===== src/rtl/bd_pkg.sv =====
package bd_pkg;
  localparam int unsigned SM_THREAD_CAP  = 2048;
  localparam int unsigned SM_SMEM_CAP    = 196608;
  localparam int unsigned SM_REG_CAP     = 65536;
  localparam int unsigned BLK_THREAD_MAX = 1024;
  localparam int unsigned RPT_MAX        = 255;

  localparam int THR_W  = $clog2(SM_THREAD_CAP + 1);
  localparam int SMEM_W = $clog2(SM_SMEM_CAP + 1);
  localparam int REG_W  = $clog2(SM_REG_CAP + 1);
  localparam int RPT_W  = $clog2(RPT_MAX + 1);
  localparam int MUL_W  = THR_W + RPT_W;
  localparam int OCC_W  = THR_W;

  // Resource claim of one block of the running launch
  typedef struct packed {
    logic [THR_W-1:0]  thr;
    logic [SMEM_W-1:0] smem;
    logic [REG_W-1:0]  regs;
  } blk_cost_t;
endpackage


===== src/rtl/bd_sm_pool.sv =====
module bd_sm_pool
  import bd_pkg::*;
(
  input  logic              clk,
  input  logic              rst_n,
  input  blk_cost_t         cost,
  input  logic              alloc,
  input  logic              rel_req,
  output logic              fits,
  output logic              rel_ok,
  output logic [OCC_W-1:0]  occ,
  output logic [THR_W-1:0]  thr_used,
  output logic [SMEM_W-1:0] smem_used,
  output logic [REG_W-1:0]  reg_used
);
  logic [THR_W-1:0]  thr_q, thr_d, thr_base;
  logic [SMEM_W-1:0] smem_q, smem_d, smem_base;
  logic [REG_W-1:0]  reg_q, reg_d, reg_base;
  logic [OCC_W-1:0]  occ_q, occ_d;
  logic [THR_W:0]    thr_sum;
  logic [SMEM_W:0]   smem_sum;
  logic [REG_W:0]    reg_sum;
  logic              pool_en;

  // a strobe on an empty slot is dropped
  assign rel_ok = rel_req && (occ_q != '0);

  // usage after this cycle's release
  always_comb begin
    thr_base  = rel_ok ? (thr_q  - cost.thr)  : thr_q;
    smem_base = rel_ok ? (smem_q - cost.smem) : smem_q;
    reg_base  = rel_ok ? (reg_q  - cost.regs) : reg_q;
    thr_sum   = {1'b0, thr_base}  + {1'b0, cost.thr};
    smem_sum  = {1'b0, smem_base} + {1'b0, cost.smem};
    reg_sum   = {1'b0, reg_base}  + {1'b0, cost.regs};
  end

  assign fits = (thr_sum  <= (THR_W+1)'(SM_THREAD_CAP)) &&
                (smem_sum <= (SMEM_W+1)'(SM_SMEM_CAP)) &&
                (reg_sum  <= (REG_W+1)'(SM_REG_CAP));

  always_comb begin
    thr_d  = alloc ? thr_sum[THR_W-1:0]   : thr_base;
    smem_d = alloc ? smem_sum[SMEM_W-1:0] : smem_base;
    reg_d  = alloc ? reg_sum[REG_W-1:0]   : reg_base;
    occ_d  = occ_q;
    if (rel_ok) occ_d = occ_d - 1'b1;
    if (alloc)  occ_d = occ_d + 1'b1;
  end

  assign pool_en = alloc | rel_ok;

  always_ff @(posedge clk or negedge rst_n) begin
    if (!rst_n) begin
      thr_q  <= '0;
      smem_q <= '0;
      reg_q  <= '0;
      occ_q  <= '0;
    end else if (pool_en) begin
      thr_q  <= thr_d;
      smem_q <= smem_d;
      reg_q  <= reg_d;
      occ_q  <= occ_d;
    end
  end

  assign occ       = occ_q;
  assign thr_used  = thr_q;
  assign smem_used = smem_q;
  assign reg_used  = reg_q;
endmodule


===== src/rtl/bd_pick.sv =====
module bd_pick #(
  parameter int N = 4,
  localparam int IDX_W = (N > 1) ? $clog2(N) : 1
) (
  input  logic [N-1:0]     req,
  output logic [N-1:0]     grant,
  output logic [IDX_W-1:0] idx,
  output logic             any
);
  // lowest index wins: scan downward, last hit stays
  always_comb begin
    grant = '0;
    idx   = '0;
    for (int i = N - 1; i >= 0; i--) begin
      if (req[i]) begin
        grant    = '0;
        grant[i] = 1'b1;
        idx      = IDX_W'(i);
      end
    end
  end

  assign any = |req;
endmodule


===== src/rtl/block_dispatcher.sv =====
module block_dispatcher
  import bd_pkg::*;
#(
  parameter int NUM_SM = 4,
  parameter int BLK_W  = 16,
  localparam int SM_W  = (NUM_SM > 1) ? $clog2(NUM_SM) : 1
) (
  input  logic                    clk,
  input  logic                    rst_n,
  input  logic                    launch_valid,
  input  logic [BLK_W-1:0]        launch_blocks,
  input  logic [THR_W-1:0]        launch_threads,
  input  logic [SMEM_W-1:0]       launch_smem,
  input  logic [RPT_W-1:0]        launch_regs,
  output logic                    launch_reject,
  input  logic [NUM_SM-1:0]       blk_complete,
  output logic                    disp_valid,
  output logic [BLK_W-1:0]        disp_block,
  output logic [SM_W-1:0]         disp_sm,
  output logic [NUM_SM*OCC_W-1:0] sm_occupancy,
  output logic                    done
);
  blk_cost_t            cost_q, cost_d, cost_in;
  logic [BLK_W-1:0]     total_q, total_d, next_q, next_d, fin_q, fin_d, fin_sum;
  logic                 busy_q, busy_d, done_q, done_d, rej_q, rej_d;
  logic                 dv_q, dv_d;
  logic [BLK_W-1:0]     db_q;
  logic [SM_W-1:0]      ds_q, pick_idx;
  logic [MUL_W-1:0]     req_regs;
  logic                 bad, accept, pending, any_fit, disp_go, st_en;
  logic [NUM_SM-1:0]    fits_vec, rel_vec, grant_vec, alloc_vec;
  logic [NUM_SM*THR_W-1:0]  thr_flat;
  logic [NUM_SM*SMEM_W-1:0] smem_flat;
  logic [NUM_SM*REG_W-1:0]  reg_flat;

  // launch screening
  assign req_regs = MUL_W'(launch_threads) * MUL_W'(launch_regs);
  assign bad = (launch_blocks == '0) || (launch_threads == '0) ||
               (launch_threads > THR_W'(BLK_THREAD_MAX)) ||
               (launch_smem > SMEM_W'(SM_SMEM_CAP)) ||
               (req_regs > MUL_W'(SM_REG_CAP));
  assign accept = launch_valid && !busy_q && !bad;
  assign rej_d  = launch_valid && !busy_q && bad;

  always_comb begin
    cost_in.thr  = launch_threads;
    cost_in.smem = launch_smem;
    cost_in.regs = req_regs[REG_W-1:0];
  end

  // per-slot resource pools
  for (genvar g = 0; g < NUM_SM; g++) begin : g_pool
    logic [OCC_W-1:0] occ_w;
    bd_sm_pool u_pool (
      .clk       (clk),
      .rst_n     (rst_n),
      .cost      (cost_q),
      .alloc     (alloc_vec[g]),
      .rel_req   (blk_complete[g]),
      .fits      (fits_vec[g]),
      .rel_ok    (rel_vec[g]),
      .occ       (occ_w),
      .thr_used  (thr_flat[g*THR_W +: THR_W]),
      .smem_used (smem_flat[g*SMEM_W +: SMEM_W]),
      .reg_used  (reg_flat[g*REG_W +: REG_W])
    );
    assign sm_occupancy[g*OCC_W +: OCC_W] = occ_w;
  end

  bd_pick #(.N(NUM_SM)) u_pick (
    .req   (fits_vec),
    .grant (grant_vec),
    .idx   (pick_idx),
    .any   (any_fit)
  );

  assign pending   = busy_q && (next_q != total_q);
  assign disp_go   = pending && any_fit;
  assign alloc_vec = grant_vec & {NUM_SM{disp_go}};
  assign fin_sum   = fin_q + BLK_W'($countones(rel_vec));
  assign dv_d      = disp_go;

  // next state
  always_comb begin
    cost_d  = cost_q;
    total_d = total_q;
    next_d  = next_q;
    fin_d   = fin_sum;
    busy_d  = busy_q;
    done_d  = done_q;
    if (accept) begin
      cost_d  = cost_in;
      total_d = launch_blocks;
      next_d  = '0;
      fin_d   = '0;
      busy_d  = 1'b1;
      done_d  = 1'b0;
    end else begin
      if (disp_go) next_d = next_q + 1'b1;
      if (busy_q && (fin_sum == total_q)) begin
        busy_d = 1'b0;
        done_d = 1'b1;
      end
    end
  end

  assign st_en = accept | busy_q;

  always_ff @(posedge clk or negedge rst_n) begin
    if (!rst_n) begin
      cost_q  <= '0;
      total_q <= '0;
      next_q  <= '0;
      fin_q   <= '0;
      busy_q  <= 1'b0;
      done_q  <= 1'b0;
    end else if (st_en) begin
      cost_q  <= cost_d;
      total_q <= total_d;
      next_q  <= next_d;
      fin_q   <= fin_d;
      busy_q  <= busy_d;
      done_q  <= done_d;
    end
  end

  always_ff @(posedge clk or negedge rst_n) begin
    if (!rst_n) begin
      rej_q <= 1'b0;
      dv_q  <= 1'b0;
    end else begin
      rej_q <= rej_d;
      dv_q  <= dv_d;
    end
  end

  always_ff @(posedge clk or negedge rst_n) begin
    if (!rst_n) begin
      db_q <= '0;
      ds_q <= '0;
    end else if (disp_go) begin
      db_q <= next_q;
      ds_q <= pick_idx;
    end
  end

  assign launch_reject = rej_q;
  assign disp_valid    = dv_q;
  assign disp_block    = db_q;
  assign disp_sm       = ds_q;
  assign done          = done_q;
endmodule


===== config.mk =====
export PLATFORM = sky130hd
export DESIGN_NAME = block_dispatcher
export DESIGN_NICKNAME = d
export VERILOG_FILES = /design/src/rtl/bd_pkg.sv /design/src/rtl/bd_sm_pool.sv /design/src/rtl/bd_pick.sv /design/src/rtl/block_dispatcher.sv
export SDC_FILE = /design/constraint.sdc
export NUM_CORES = 2
export LEC_CHECK = 0
export BUFFER_PORTS_ARGS = -buffer_cell sky130_fd_sc_hd__buf_4
export CAP_MARGIN = 20
export CORE_UTILIZATION = 60
export CTS_BUF_LIST = sky130_fd_sc_hd__clkbuf_8
export DETAILED_ROUTE_END_ITERATION = 10
export GPL_TIMING_DRIVEN = 1
export HOLD_SLACK_MARGIN = 0.1
export PLACE_DENSITY = 0.77
export SLEW_MARGIN = 0
export SYNTH_ARGS = -nofsm -noshare
export SYNTH_HDL_FRONTEND = slang
export SYNTH_SLANG_ARGS = --single-unit

===== constraint.sdc =====
create_clock -name clk -period 8.9 [get_ports clk]
set_clock_uncertainty 0.2 [all_clocks]
set_input_delay 0.89 -clock clk [delete_from_list [all_inputs] [get_ports clk]]
set_output_delay 0.89 -clock clk [all_outputs]
set_load 0.01 [all_outputs]

==> impl_metrics.tcl <==
set metrics [dict create \
    status "finished clean" \
    synthFlopType "dfrtp_1" \
    final_antenna_net_count 0 \
    path_cells "inv_1, ha_1, nor2b_1, o21ai_0, a21boi_0, o21ai_0, a21oi_1, o2111ai_1, a41oi_1, o21ai_0, o21bai_1, xnor2_1, o21ai_0, ha_1, a21o_1, a221o_1, a31oi_1, xor2_1, a311o_1, nand3_1, nand3_1, nor3_4, buf_12, mux2_2" \
    final_area_sq_um 40700 \
    grt_max_degree 145 \
    stdcell_count 5455 \
    syn_avg_cell_area_sq_um 8.37 \
    worstSkewPairLatency_ns 0.69 \
    rsz0062_at_grt "false" \
    worstPathArrival_ns 8.10 \
    place.gp.congestion 0.911 \
    dp.cells 5334 \
    slowest_stage "dfrtp_1" \
    first_iter_violations 2183 \
    cts_buffers 69 \
    initial_utilization_pct 60.7 \
    place_area_sq_um 39300 \
    hold_depth 2 \
    drive_gt1_share_pct 10.8 \
    routed_wl_um 98600 \
    gr-total-overflow 0 \
    drt_first_pass_iters 8 \
    layout_common_cells "nand2_1, ha_1, dfrtp_1, nor2_1, inv_1" \
    ys_top_cells_by_area "dfrtp_1, ha_1, xnor2_1" \
    cpPeakStageDelay_ns 0.65 \
    r2r_slack_ns 1.16 \
    drc 0 \
    hold_violations 0 \
    fp.dieW_um 252 \
    synth_edf_count 0 \
    core-area_sq_um 61600 \
    h-tree-depth 3 \
    synth_async_sr_flop_share_pct 100 \
    fmax_ghz 0.129 \
    rr_worst_depth 24 \
    timing.rr.end "g_pool[3].u_pool.smem_used[3]" \
    layout_worst_path_cycle_share_pct 87.0 \
    ys_warn_count 0 \
    tightestPinTransition_ns 1.03 \
    synth_top_area_cell "dfrtp_1" \
    grtUsageTotal_pct 31.4 \
    grt_pass1_vias 32200 \
    regArea_sq_um 8830 \
    cts-root-buf "clkbuf_8" \
    path_clk_slew_ns 0.06 \
    cp_top_family "compound AO/OA/AOI/OAI gates" \
    synth_seq_area_share_pct 23.6 \
    hold_path.class "in2reg" \
    syn-num-nets 5033 \
    holdCritStartpoint "launch_blocks[7]" \
    hold_ws_ns 0.248 \
    die_h_um 252 \
    hpwl_um 76900 \
    whs_endpoint "total_q[7]" \
    worstSetupEndpointType "register" \
    io_pins 130 \
    cp_max_fo 64 \
    cts_tree "done" \
    fp-row-count 91 \
    fin_setup_tns_ns 0 \
    vias 33300 \
    route.detailed.wl_per_inst_um 18.1 \
    cp_num_buf_inv 2 \
    cts_sinks 353 \
    clockBufferDepth 3 \
    syn_inst 4471 \
    synth_area_sq_um 37400 \
    slew_viol_final 0 \
    dieArea_sq_um 63300 \
    crit_top_cell "o21ai_0" \
    synth_cell_types 92 \
    ys_ff_latch 353 \
    area_delta_synth_final_pct 8.76 \
    required_ns 9.26 \
    finalCriticalPeriod_ns 7.74 \
    max-cap-violations 0 \
    mostFrequentLayoutCell "nand2_1" \
    synth_top_area_share_pct 23.6 \
    crit_type "reg2reg" \
    setup_viol 0 \
    cp-start-kind "register" \
    antenna_found_initial 2 \
    final_nets 5131 \
    nFillCells 5134 \
    grt_pass1_wl_um 161000 \
    multi_input_area_sq_um 26900 \
    r2r_start "cost_q[18]" \
    vias_per_cell 6.11 \
    max_slew_margin_pct 31.5 \
    io_buffers 129 \
]
## worst register-to-register path, delay by kind of cell, from the launching register on
family | cells | cell delay [ns]
AO/OA/AOI/OAI | 13 | 3.44
AND/OR/NAND/NOR | 4 | 1.23
adder cells (fa/ha/maj) | 2 | 0.75
buffers and inverters | 2 | 0.66
flip-flops | 1 | 0.65
multiplexers | 1 | 0.47
XOR/XNOR | 2 | 0.22
## kinds of logic (layout without fill, tap and decap cells)
family | after synthesis | in the layout | share of synthesized area (%)
AOI/OAI and AO/OA | 1123 | 1123 | 19.5
xor gates and xnor gates | 384 | 384 | 8.99
adders and majority gates | 501 | 501 | 18.5
buffers and inverters | 437 | 583 | 4.61
DFF | 353 | 353 | 23.6
muxes | 180 | 180 | 5.34
other | 0 | 1 | 0
and+or+nand+nor | 1493 | 1493 | 19.4
## repair_timing
action,in CTS,in global routing
buffers inserted,0,0
endpoints found under the hold margin,77,0
gates resized for setup,0,0
hold buffers,1,0
## Yosys cell counts (all sizes together), types with 8 or more instances
cell	count
xor2	171
o31ai	66
and3	63
o31a	9
inv	293
a21o	85
dfrtp	353
nand3b	24
o211ai	30
o21bai	30
clkbuf	74
nor4	40
o22ai	15
or3	37
a31o	18
o41ai	15
nand2	484
a21oi	272
o21ai	282
mux2i	25
buf	67
a211o	23
a311oi	13
mux2	155
a21boi	36
ha	414
or4	28
nor2b	42
nand3	98
o2111ai	15
a31oi	38
fa	87
o21a	48
and2	103
a41oi	11
nor3b	8
a211oi	44
nor2	323
nand2b	39
a22o	10
and4	8
xnor2	213
nor3	106
or2	25
nand4	44
## metrics by stage
stage / util, % / setup WS [ns]
global placement: 63.7 / 1.40
CTS: 66.0 / 1.27
floorplan: - / 2.02
detailed placement: 63.7 / 1.26
global route: 66.0 / 0.449
finish: 66.0 / 1.16
## worst max path at each step
stage          cells after the start                     from  slack (ns)                            end
2_1_floorplan                     22  g_pool[3].u_pool.occ[5]        2.02  g_pool[3].u_pool.reg_used[11]
3_3_place_gp                      22        launch_threads[6]        1.40                      next_q[1]
3_5_place_dp                      22        launch_threads[6]        1.26                      next_q[9]
4_1_cts                           19  g_pool[0].u_pool.occ[3]        1.27                      next_q[6]
5_1_grt                           26               cost_q[18]        0.45                      next_q[6]
6_report                          24               cost_q[18]        1.16  g_pool[3].u_pool.smem_used[3]
## sequential cells by signal, summed over array words and instances, names as in the netlist
| signal | count |
|---|---|
| cost_q | 47 |
| g_pool.u_pool.thr_used | 48 |
| g_pool.u_pool.reg_used | 68 |
| done | 1 |
| busy_q | 1 |
| launch_reject | 1 |
| g_pool.u_pool.occ | 48 |
| total_q | 16 |
| disp_valid | 1 |
| disp_sm | 2 |
| g_pool.u_pool.smem_used | 72 |
| next_q | 16 |
| fin_q | 16 |
| disp_block | 16 |
## per-layer routing
layer / track usage [%] / up-vias / wire, um
li1: - / 16200 / -
met1: 40.8 / 16000 / 42600
met2: 52.8 / 905 / 46300
met3: 3.99 / 209 / 5740
met4: 12.6 / 0 / 3960
met5: 0 / - / 0
## final cells by class
cell class	count	area share, %
Antenna cell	1	0.00615
Clock buffer	85	2.88
Clock inverter	34	0.618
Inverter	296	2.73
Multi-Input combinational cell	3681	66.1
Sequential cell	353	21.7
Tap cell	837	2.57
Timing Repair Buffer	168	3.34
Power is not shown: default switching activity piles up to over one toggle a cycle in this logic, so the estimate is an artifact.
